===== config.mk =====
export PLATFORM = sky130hd
export DESIGN_NAME = pwm4_irq
export DESIGN_NICKNAME = d
export VERILOG_FILES = /design/src/rtl/pwm4_irq.sv
export SDC_FILE = /design/constraint.sdc
export NUM_CORES = 1
export LEC_CHECK = 0
export ABC_AREA = 1
export BUFFER_PORTS_ARGS = -buffer_cell sky130_fd_sc_hd__buf_2
export CORE_MARGIN = 2
export CORE_UTILIZATION = 68
export DETAILED_ROUTE_END_ITERATION = 8
export PLACE_DENSITY = 0.93
export SYNTH_ARGS = -nofsm -noshare
export SYNTH_HDL_FRONTEND = slang
export SYNTH_SLANG_ARGS = --single-unit
export TNS_END_PERCENT = 5

===== constraint.sdc =====
create_clock -name clk -period 4.3 [get_ports clk]
set_input_delay 0.43 -clock clk [delete_from_list [all_inputs] [get_ports clk]]
set_output_delay 0.43 -clock clk [all_outputs]
set_load 0.05 [all_outputs]

===== src/rtl/pwm4_irq.sv =====
module pwm4_irq #(
  parameter int CW = 16
) (
  input  logic        clk,
  input  logic        rst_n,
  input  logic        wr_en,
  input  logic [3:0]  wr_addr,
  input  logic [15:0] wr_data,
  input  logic [3:0]  rd_addr,
  output logic [15:0] rd_data,
  output logic [3:0]  pwm_out,
  output logic        irq
);
  localparam int NCH = 4;
  localparam logic [15:0] B_MASK = 16'hD0FF;

  logic [NCH-1:0] run, flag, active, reload, fin, raw;
  logic [15:0]    ctrlb;
  logic [CW-1:0]  per_h [NCH];
  logic [CW-1:0]  wid_h [NCH];
  logic [CW-1:0]  per_a [NCH];
  logic [CW-1:0]  wid_a [NCH];
  logic [CW-1:0]  cnt   [NCH];

  wire [NCH-1:0] ien   = ctrlb[3:0];
  wire [NCH-1:0] ss    = ctrlb[7:4];
  wire           burst = ctrlb[12];
  wire [15:0]    wmask = wr_data & B_MASK;

  always_comb begin
    for (int c = 0; c < NCH; c++) begin
      fin[c]    = active[c] && cnt[c] == per_a[c] && ss[c];
      reload[c] = run[c] && (!active[c] || (cnt[c] == per_a[c] && !ss[c]));
      raw[c]    = active[c] && cnt[c] < wid_a[c];
    end
  end

  assign pwm_out = {raw[3], raw[2], raw[1], burst ? (raw[0] & raw[1]) : raw[0]};
  assign irq     = |(flag & ien);

  always_comb begin
    rd_data = '0;
    case (rd_addr)
      4'd0: rd_data = {4'b0, flag, 4'b0, run};
      4'd1: rd_data = ctrlb;
      default: ;
    endcase
    for (int c = 0; c < NCH; c++) begin
      if (rd_addr == 4'(8 + 2*c)) rd_data = 16'(per_h[c]);
      if (rd_addr == 4'(9 + 2*c)) rd_data = 16'(wid_h[c]);
    end
  end

  always_ff @(posedge clk or negedge rst_n) begin
    if (!rst_n) begin
      run    <= '0;
      flag   <= '0;
      ctrlb  <= '0;
      active <= '0;
      for (int c = 0; c < NCH; c++) begin
        per_h[c] <= '0;
        wid_h[c] <= '0;
        per_a[c] <= '0;
        wid_a[c] <= '0;
        cnt[c]   <= '0;
      end
    end else begin
      if (wr_en && wr_addr == 4'd0) begin
        run  <= wr_data[3:0] & ~fin;
        flag <= (flag & wr_data[11:8]) | reload;
      end else begin
        run  <= run & ~fin;
        flag <= flag | reload;
      end
      if (wr_en) begin
        case (wr_addr)
          4'd1: ctrlb <= wmask;
          4'd2: ctrlb <= ctrlb | wmask;
          4'd3: ctrlb <= ctrlb & ~wmask;
          default: ;
        endcase
      end
      for (int c = 0; c < NCH; c++) begin
        if (wr_en && wr_addr == 4'(8 + 2*c)) per_h[c] <= wr_data[CW-1:0];
        if (wr_en && wr_addr == 4'(9 + 2*c)) wid_h[c] <= wr_data[CW-1:0];
        if (reload[c]) begin
          per_a[c]  <= per_h[c];
          wid_a[c]  <= wid_h[c];
          cnt[c]    <= '0;
          active[c] <= 1'b1;
        end else if (active[c] && (!run[c] || fin[c])) begin
          active[c] <= 1'b0;
          cnt[c]    <= '0;
        end else if (active[c]) begin
          cnt[c] <= cnt[c] + 1'b1;
        end
      end
    end
  end

  assert_unimpl_zero_R9: assert property (@(posedge clk) disable iff (!rst_n)
    (ctrlb & ~B_MASK) == 16'h0);

  assert_burst_gate_R10: assert property (@(posedge clk) disable iff (!rst_n)
    (burst && pwm_out[0]) |-> pwm_out[1]);

  for (genvar g = 0; g < NCH; g++) begin : g_chk
    assert_cnt_bound_R2: assert property (@(posedge clk) disable iff (!rst_n)
      active[g] |-> cnt[g] <= per_a[g]);
    assert_wrap_flag_R4: assert property (@(posedge clk) disable iff (!rst_n)
      (active[g] && run[g] && !ss[g] && cnt[g] == per_a[g]) |=> (cnt[g] == '0 && flag[g] && active[g]));
    assert_single_stop_R11: assert property (@(posedge clk) disable iff (!rst_n)
      (active[g] && ss[g] && cnt[g] == per_a[g]) |=> (!active[g] && !run[g]));
    assert_idle_low_R12: assert property (@(posedge clk) disable iff (!rst_n)
      pwm_out[g] |-> active[g]);
  end
endmodule


==> results.yml, run 1 <==
sta:
  slew_violations: 0
  slew_headroom: 0.261
  grt_setup_unrepaired: "no"
  setup_tns_ns: 0
  setup_viol: 0
  setup_slack_ns: 1.28
  fin_crit_ns: 3.02
  whs_ns: 0.182
  worst_slew_pin_slew_ns: 1.11
  finClkSkew_ns: 0.0155
  post-route-period-util: 0.703
  clock.fmax_mhz: 331
  finalHoldViolations: 0
global_routing:
  grt_max_degree: 93
  grt_pass1_wl_um: 81700
  grtUsageTotal: 0.373
  antenna_found_initial: 1
  grt_overflow: 0
  grt_pass1_vias: 15579
cts:
  cts_buffer_depth: 3
  postCtsSetupRepairBufs: 0
  cts_tree: "yes"
  clk_latency_ns: 0.52
  hold_buffers: 1
  root_buffer: "clkbuf_16"
  cts_resized: 0
  cts.htree.levels: 2
  clk_pin_slew_worst_paths_ns: 0.06
  cts_buffers: 36
  cts_sinks: 343
critical_path:
  end_kind: "output port"
  critPathKind: "in2out"
  worst_path_most_repeated_cell: "nor2_1"
  r2r_slack_ns: 1.40
  path_max_fanout: 14
  arrival_ns: 2.59
  crit_slowest_cell: "nor2_1"
  worst-path-buf-inv: 2
  worst_path_dominant_cell_family: "simple AND/OR/NAND/NOR gates"
  crit_chain: "buf_2 -> nor2_1 -> nand2_1 -> o21ai_0 -> nor2_1 -> nand4_1 -> nor2_1 -> nand4_1 -> buf_2"
  worstPathRequired_ns: 3.87
  cpPeakStageDelay_ns: 0.80
  startpoint_type: "primary input"
cells_and_area:
  area_delta_synth_final_pct: 9.02
  layout.cells.most_common_list: "nand2_1, dfrtp_1, inv_1"
  diodes: 0
  drive_above_1_share: 0.0613
  nets: 2448
  layout_commonest_cell: "nand2_1"
synth:
  netlist.area_leader.share: 0.482
  ys_types: 32
  synth-simple-area-share: 0.274
  netlist_instances: 2343
  ys_ff_latch: 343
  synth_top_cell_by_area: "dfrtp_1"
  synthesis.area_sq_um: 17800
  synth-compound-area-share: 0.0910
  ys_seq_area_frac: 0.482
  yosys.area_share.adder: 0.0450
  muxShareOfSynthArea: 0
  synth_fp_nets: 2434
  synthTopCellsByArea: "dfrtp_1, nand2_1, inv_1"
  yosys_warnings: 0
  synth_top_family_by_area: "simple AND/OR/NAND/NOR gates"
  syn_area_per_cell_sq_um: 7.60
  synthXorXnorAreaFrac: 0.0241
status:
  status: "completed"
detailed_routing:
  avgRoutedWirePerCell_um: 18.6
  drc: 0
  routed_wirelength_um: 50500
  vias: 15973
  viasPerCell: 5.88
  dr.pass1.iters: 5
  drtIter0Drc: 1746
  ant_nets: 0
job:
  cap_violations: 0
floorplan:
  num_io_pins: 48
  initial_core_util: 0.688
  fp-row-count: 59
  die_width_um: 166
  die_h_um: 166
  die_area_sq_um: 27500
  coreArea_sq_um: 25900
power_and_ir_drop:
  powerDensity_nw_per_um2: 595
  vdd_drop_max_v: 0.000488
  leakage_nw: 10.0
place:
  gp_congestion: 0.974
  hpwlAfterDp_um: 35600
  dpl_worst_slack_ns: 1.40
  port_buffers: 47
worst_hold_path:
  hold_path.class: "in2reg"
==> worst reg2reg max path, delay by kind of cell, from the launching register on <==
| family | cells | cell delay (ns) |
|---|---|---|
| buffers and inverters | 1 | 0.09 |
| AND/OR/NAND/NOR | 10 | 2.20 |
| flip-flops | 1 | 0.49 |
==> power by group <==
part	total, mW	switching, mW	leakage (nW)	internal, mW
Sequential	4.97	0.813	4.45	4.16
Clock	3.27	1.29	0.605	1.98
Combinational	3.32	2.23	4.97	1.09
Total	11.6	4.33	10.0	7.23
==> cell type report <==
| cell class | instances | area [sq um] |
|---|---|---|
| Clock inverter | 12 | 185 |
| Clock buffer | 50 | 1030 |
| Timing Repair Buffer | 57 | 348 |
| Inverter | 296 | 1110 |
| Sequential cell | 343 | 8580 |
| Tap cell | 335 | 419 |
| Fill cell | 1899 | 6490 |
| Multi-Input combinational cell | 1623 | 7740 |
==> metrics by stage <==
stage	cells	total power, mW	utilization	instance area, sq um
after floorplan	2343	7.24	-	17800
after global placement	2653	8.00	0.702	18200
after detailed placement	2653	8.22	0.702	18200
after CTS	2716	11.5	0.750	19400
after global routing	2716	12.3	0.750	19400
final	2716	11.6	0.750	19400
==> path summary, 6_finish.rpt <==
path,endpoint,from,cells past startpoint
max in group asynchronous,cnt[0]$_DFFE_PN0P_,rst_n,3
min in group asynchronous,cnt[43]$_DFFE_PN0P_,rst_n,2
hold reg to reg,wid_a[42]$_DFFE_PN0N_,wid_a[42]$_DFFE_PN0N_,2
setup / recovery,rd_data[0],rd_addr[3],9
setup reg to reg,cnt[15]$_DFFE_PN0P_,cnt[14]$_DFFE_PN0P_,11
hold / removal,flag[0]$_DFF_PN0_,wr_data[8],3
==> metal layers <==
metal | GRT usage | share of wire | wire length [um] | up-vias
met5 | 0 | 0.00026 | 13 | -
met4 | 0.132 | 0.038 | 1900 | 2
met3 | 0.0591 | 0.088 | 4420 | 144
met2 | 0.607 | 0.47 | 24000 | 755
met1 | 0.514 | 0.40 | 20200 | 7654
li1 | - | - | - | 7418
==> synthesized netlist by cell type <==
master     count
dfrtp_1      343
nand2_4        1
xor2_1        48
o2111ai_1      1
clkinv_1       3
clkbuf_2       1
nor2_1       189
or2_2          8
o21ai_1       19
nand3_2        1
nand4_1       39
nor3b_1        4
o21bai_1       2
nand3_1      132
nand2_2       10
o21ai_2        4
ha_1          64
inv_2          6
buf_4          2
buf_2         23
xnor2_1        1
o22ai_1       16
buf_6          6
nor4_1         1
nor3_1        32
a21oi_1       71
nand2_1      778
inv_1        287
clkbuf_1      49
o21ai_0      193
o21a_1         6
nor2_2         3
==> kinds of logic after synthesis <==
family	Yosys count
adder cells (fa/ha/maj)	64
buffers and inverters	377
AND/OR/NAND/NOR	1198
XOR/XNOR	49
AO/OA/AOI/OAI	312
flip-flops	343
==> registers in the layout (all words and copies together), names as in the netlist <==
name	cells
active	4
cnt	64
ctrlb	11
flag	4
per_a	64
per_h	64
run	4
wid_a	64
wid_h	64
Note: power is estimated with default switching activity, not from simulation.
==> run 2, diff against run 1 <==
CORE_UTILIZATION = 57   (was 68)
PLACE_DENSITY = 0.84   (was 0.93)
clock period = 2.5 ns   (was 4.3 ns; I/O delays follow)
==> run 2 against run 1 <==
Against the previous run:
- die area is 19% higher
- utilization is 9.8 points lower
- highest routed layer is now met4
- design area up 3.0%
==> results.yml, run 2 (synthesis gave the netlist of run 1 again) <==
worst_hold_path:
  worstHoldStart: "wr_data[13]"
  hold_path.class: "in2reg"
  min_to: "per_h[13]$_DFFE_PN0P_"
  holdPathStages: 3
floorplan:
  die_h_um: 181
  coreArea_sq_um: 30700
  num_io_pins: 48
  fp-row-count: 64
  die_width_um: 181
  die_area_sq_um: 32700
  initial_core_util: 0.581
critical_path:
  cp-startpoint: "cnt[46]$_DFFE_PN0P_"
  critPathKind: "reg2out"
  path_depth: 7
  worstPathRequired_ns: 2.25
  crit_slowest_cell: "dfrtp_1"
  cpPeakStageDelay_ns: 0.45
  worst_path_dominant_cell_family: "simple AND/OR/NAND/NOR gates"
  startpoint_type: "flip-flop"
  path_max_fanout: 5
  ff2ff_path_depth: 10
  r2r_slack_ns: 0.38
  r2r_start: "cnt[37]$_DFFE_PN0P_"
  crit_chain: "ha_1 -> nand2_1 -> nor4_2 -> nand2_1 -> nand3_2 -> inv_1 -> buf_4"
  rr_endpoint: "wid_a[33]$_DFFE_PN0N_"
  worst-path-buf-inv: 2
  worst_path_most_repeated_cell: "nand2_1"
  arrival_ns: 2.24
  end_kind: "output port"
detailed_routing:
  viasPerCell: 5.58
  vias: 15705
  drc: 0
  dr.pass1.iters: 6
  routed_wirelength_um: 50200
  ant_nets: 0
  avgRoutedWirePerCell_um: 17.8
  drtIter0Drc: 1570
cts:
  cts_sinks: 343
  cts_tree: "yes"
  clk_pin_slew_worst_paths_ns: 0.06
  clk_latency_ns: 0.54
  root_buffer: "clkbuf_16"
  cts.htree.levels: 2
  cts_buffer_depth: 3
  cts_buffers: 37
sta:
  slew_violations: 0
  post-route-period-util: 0.995
  setup_viol: 0
  slew_headroom: 0.361
  finalHoldViolations: 0
  finClkSkew_ns: 0.0182
  worst_slew_pin_slew_ns: 0.956
  grt_setup_unrepaired: "yes"
  clock.fmax_mhz: 402
  fin_crit_ns: 2.49
cells_and_area:
  area_delta_synth_final_pct: 12.2
  layout_commonest_cell: "nand2_1"
  drive_above_1_share: 0.0868
  utilization: 0.652
  stdcell_count: 2814
  layout.cells.most_common_list: "nand2_1, dfrtp_1, inv_1"
  nets: 2483
  diodes: 0
  fill_cells: 2542
  design_area_sq_um: 20000
place:
  dp.cells: 2734
  hpwlAfterDp_um: 35900
  gp_congestion: 0.944
  port_buffers: 47
  placed_area_sq_um: 18400
power_and_ir_drop:
  vdd_drop_max_v: 0.000709
  leakage_nw: 10.2
  powerDensity_nw_per_um2: 1010
job:
  cap_violations: 0
global_routing:
  grt_pass1_vias: 15105
  grt_pass1_wl_um: 80000
  grtUsageTotal: 0.309
  grt_overflow: 0
  grt_max_degree: 74
  antenna_found_initial: 0
status:
  status: "completed"
==> run 2: metrics by stage <==
step                      setup slack, ns  hold WS (ns)  setup TNS [ns]  power [mW]
after floorplan                     0.347       -0.0456               0        12.5
after global placement              0.319         0.272               0        13.9
after detailed placement            0.289         0.277               0        14.2
after CTS                         -0.0309         0.233         -0.0309        20.1
after global routing              -0.0765         0.258          -0.143        21.5
final                              0.0136         0.258               0        20.2
==> run 2: worst min-delay path, cell delays in order <==
cell     delay, ns
buf_2         0.07
inv_1         0.21
o21ai_0       0.23
==> run 2: layout make-up <==
cell class                 count  area [sq um]  area share
sequential                   343          8600       0.430
tap                          396           495      0.0248
clock buffer                  52          1080      0.0541
clock inverter                13           196     0.00982
multi-input combinational   1623          7870       0.393
timing repair buffer          91           647      0.0324
inverter                     296          1110      0.0556
==> run 2: worst max path at each step <==
stage                        endpoint
after floorplan            pwm_out[0]
after global placement     rd_data[8]
after detailed placement  rd_data[13]
after CTS                  pwm_out[0]
after global routing       pwm_out[1]
final                      pwm_out[1]
==> run 2: power by group <==
group          internal (mW)  total, mW  switching [mW]
clock                   3.44       5.75            2.30
sequential              7.16       8.57            1.41
combinational           2.03       5.88            3.85
total                   12.6       20.2            7.56
==> run 2: routing by layer <==
metal  global-route usage  wire length (um)  up-vias
met2                0.513             24100      604
met1                0.419             20900     7512
met3               0.0500              3860      103
met4               0.0916              1350        0
li1                     -                 -     7486
met5                    0                 0        -
==> run 2: repair_timing <==
item / CTS / global route
endpoints found under the setup margin: 4 / 6
cloned: 0 / 0
hold endpoints to repair: 70 / 0
pin swaps: 1 / 7
hold buffers: 5 / 0
resized for setup: 13 / 29
setup buffers: 1 / 9
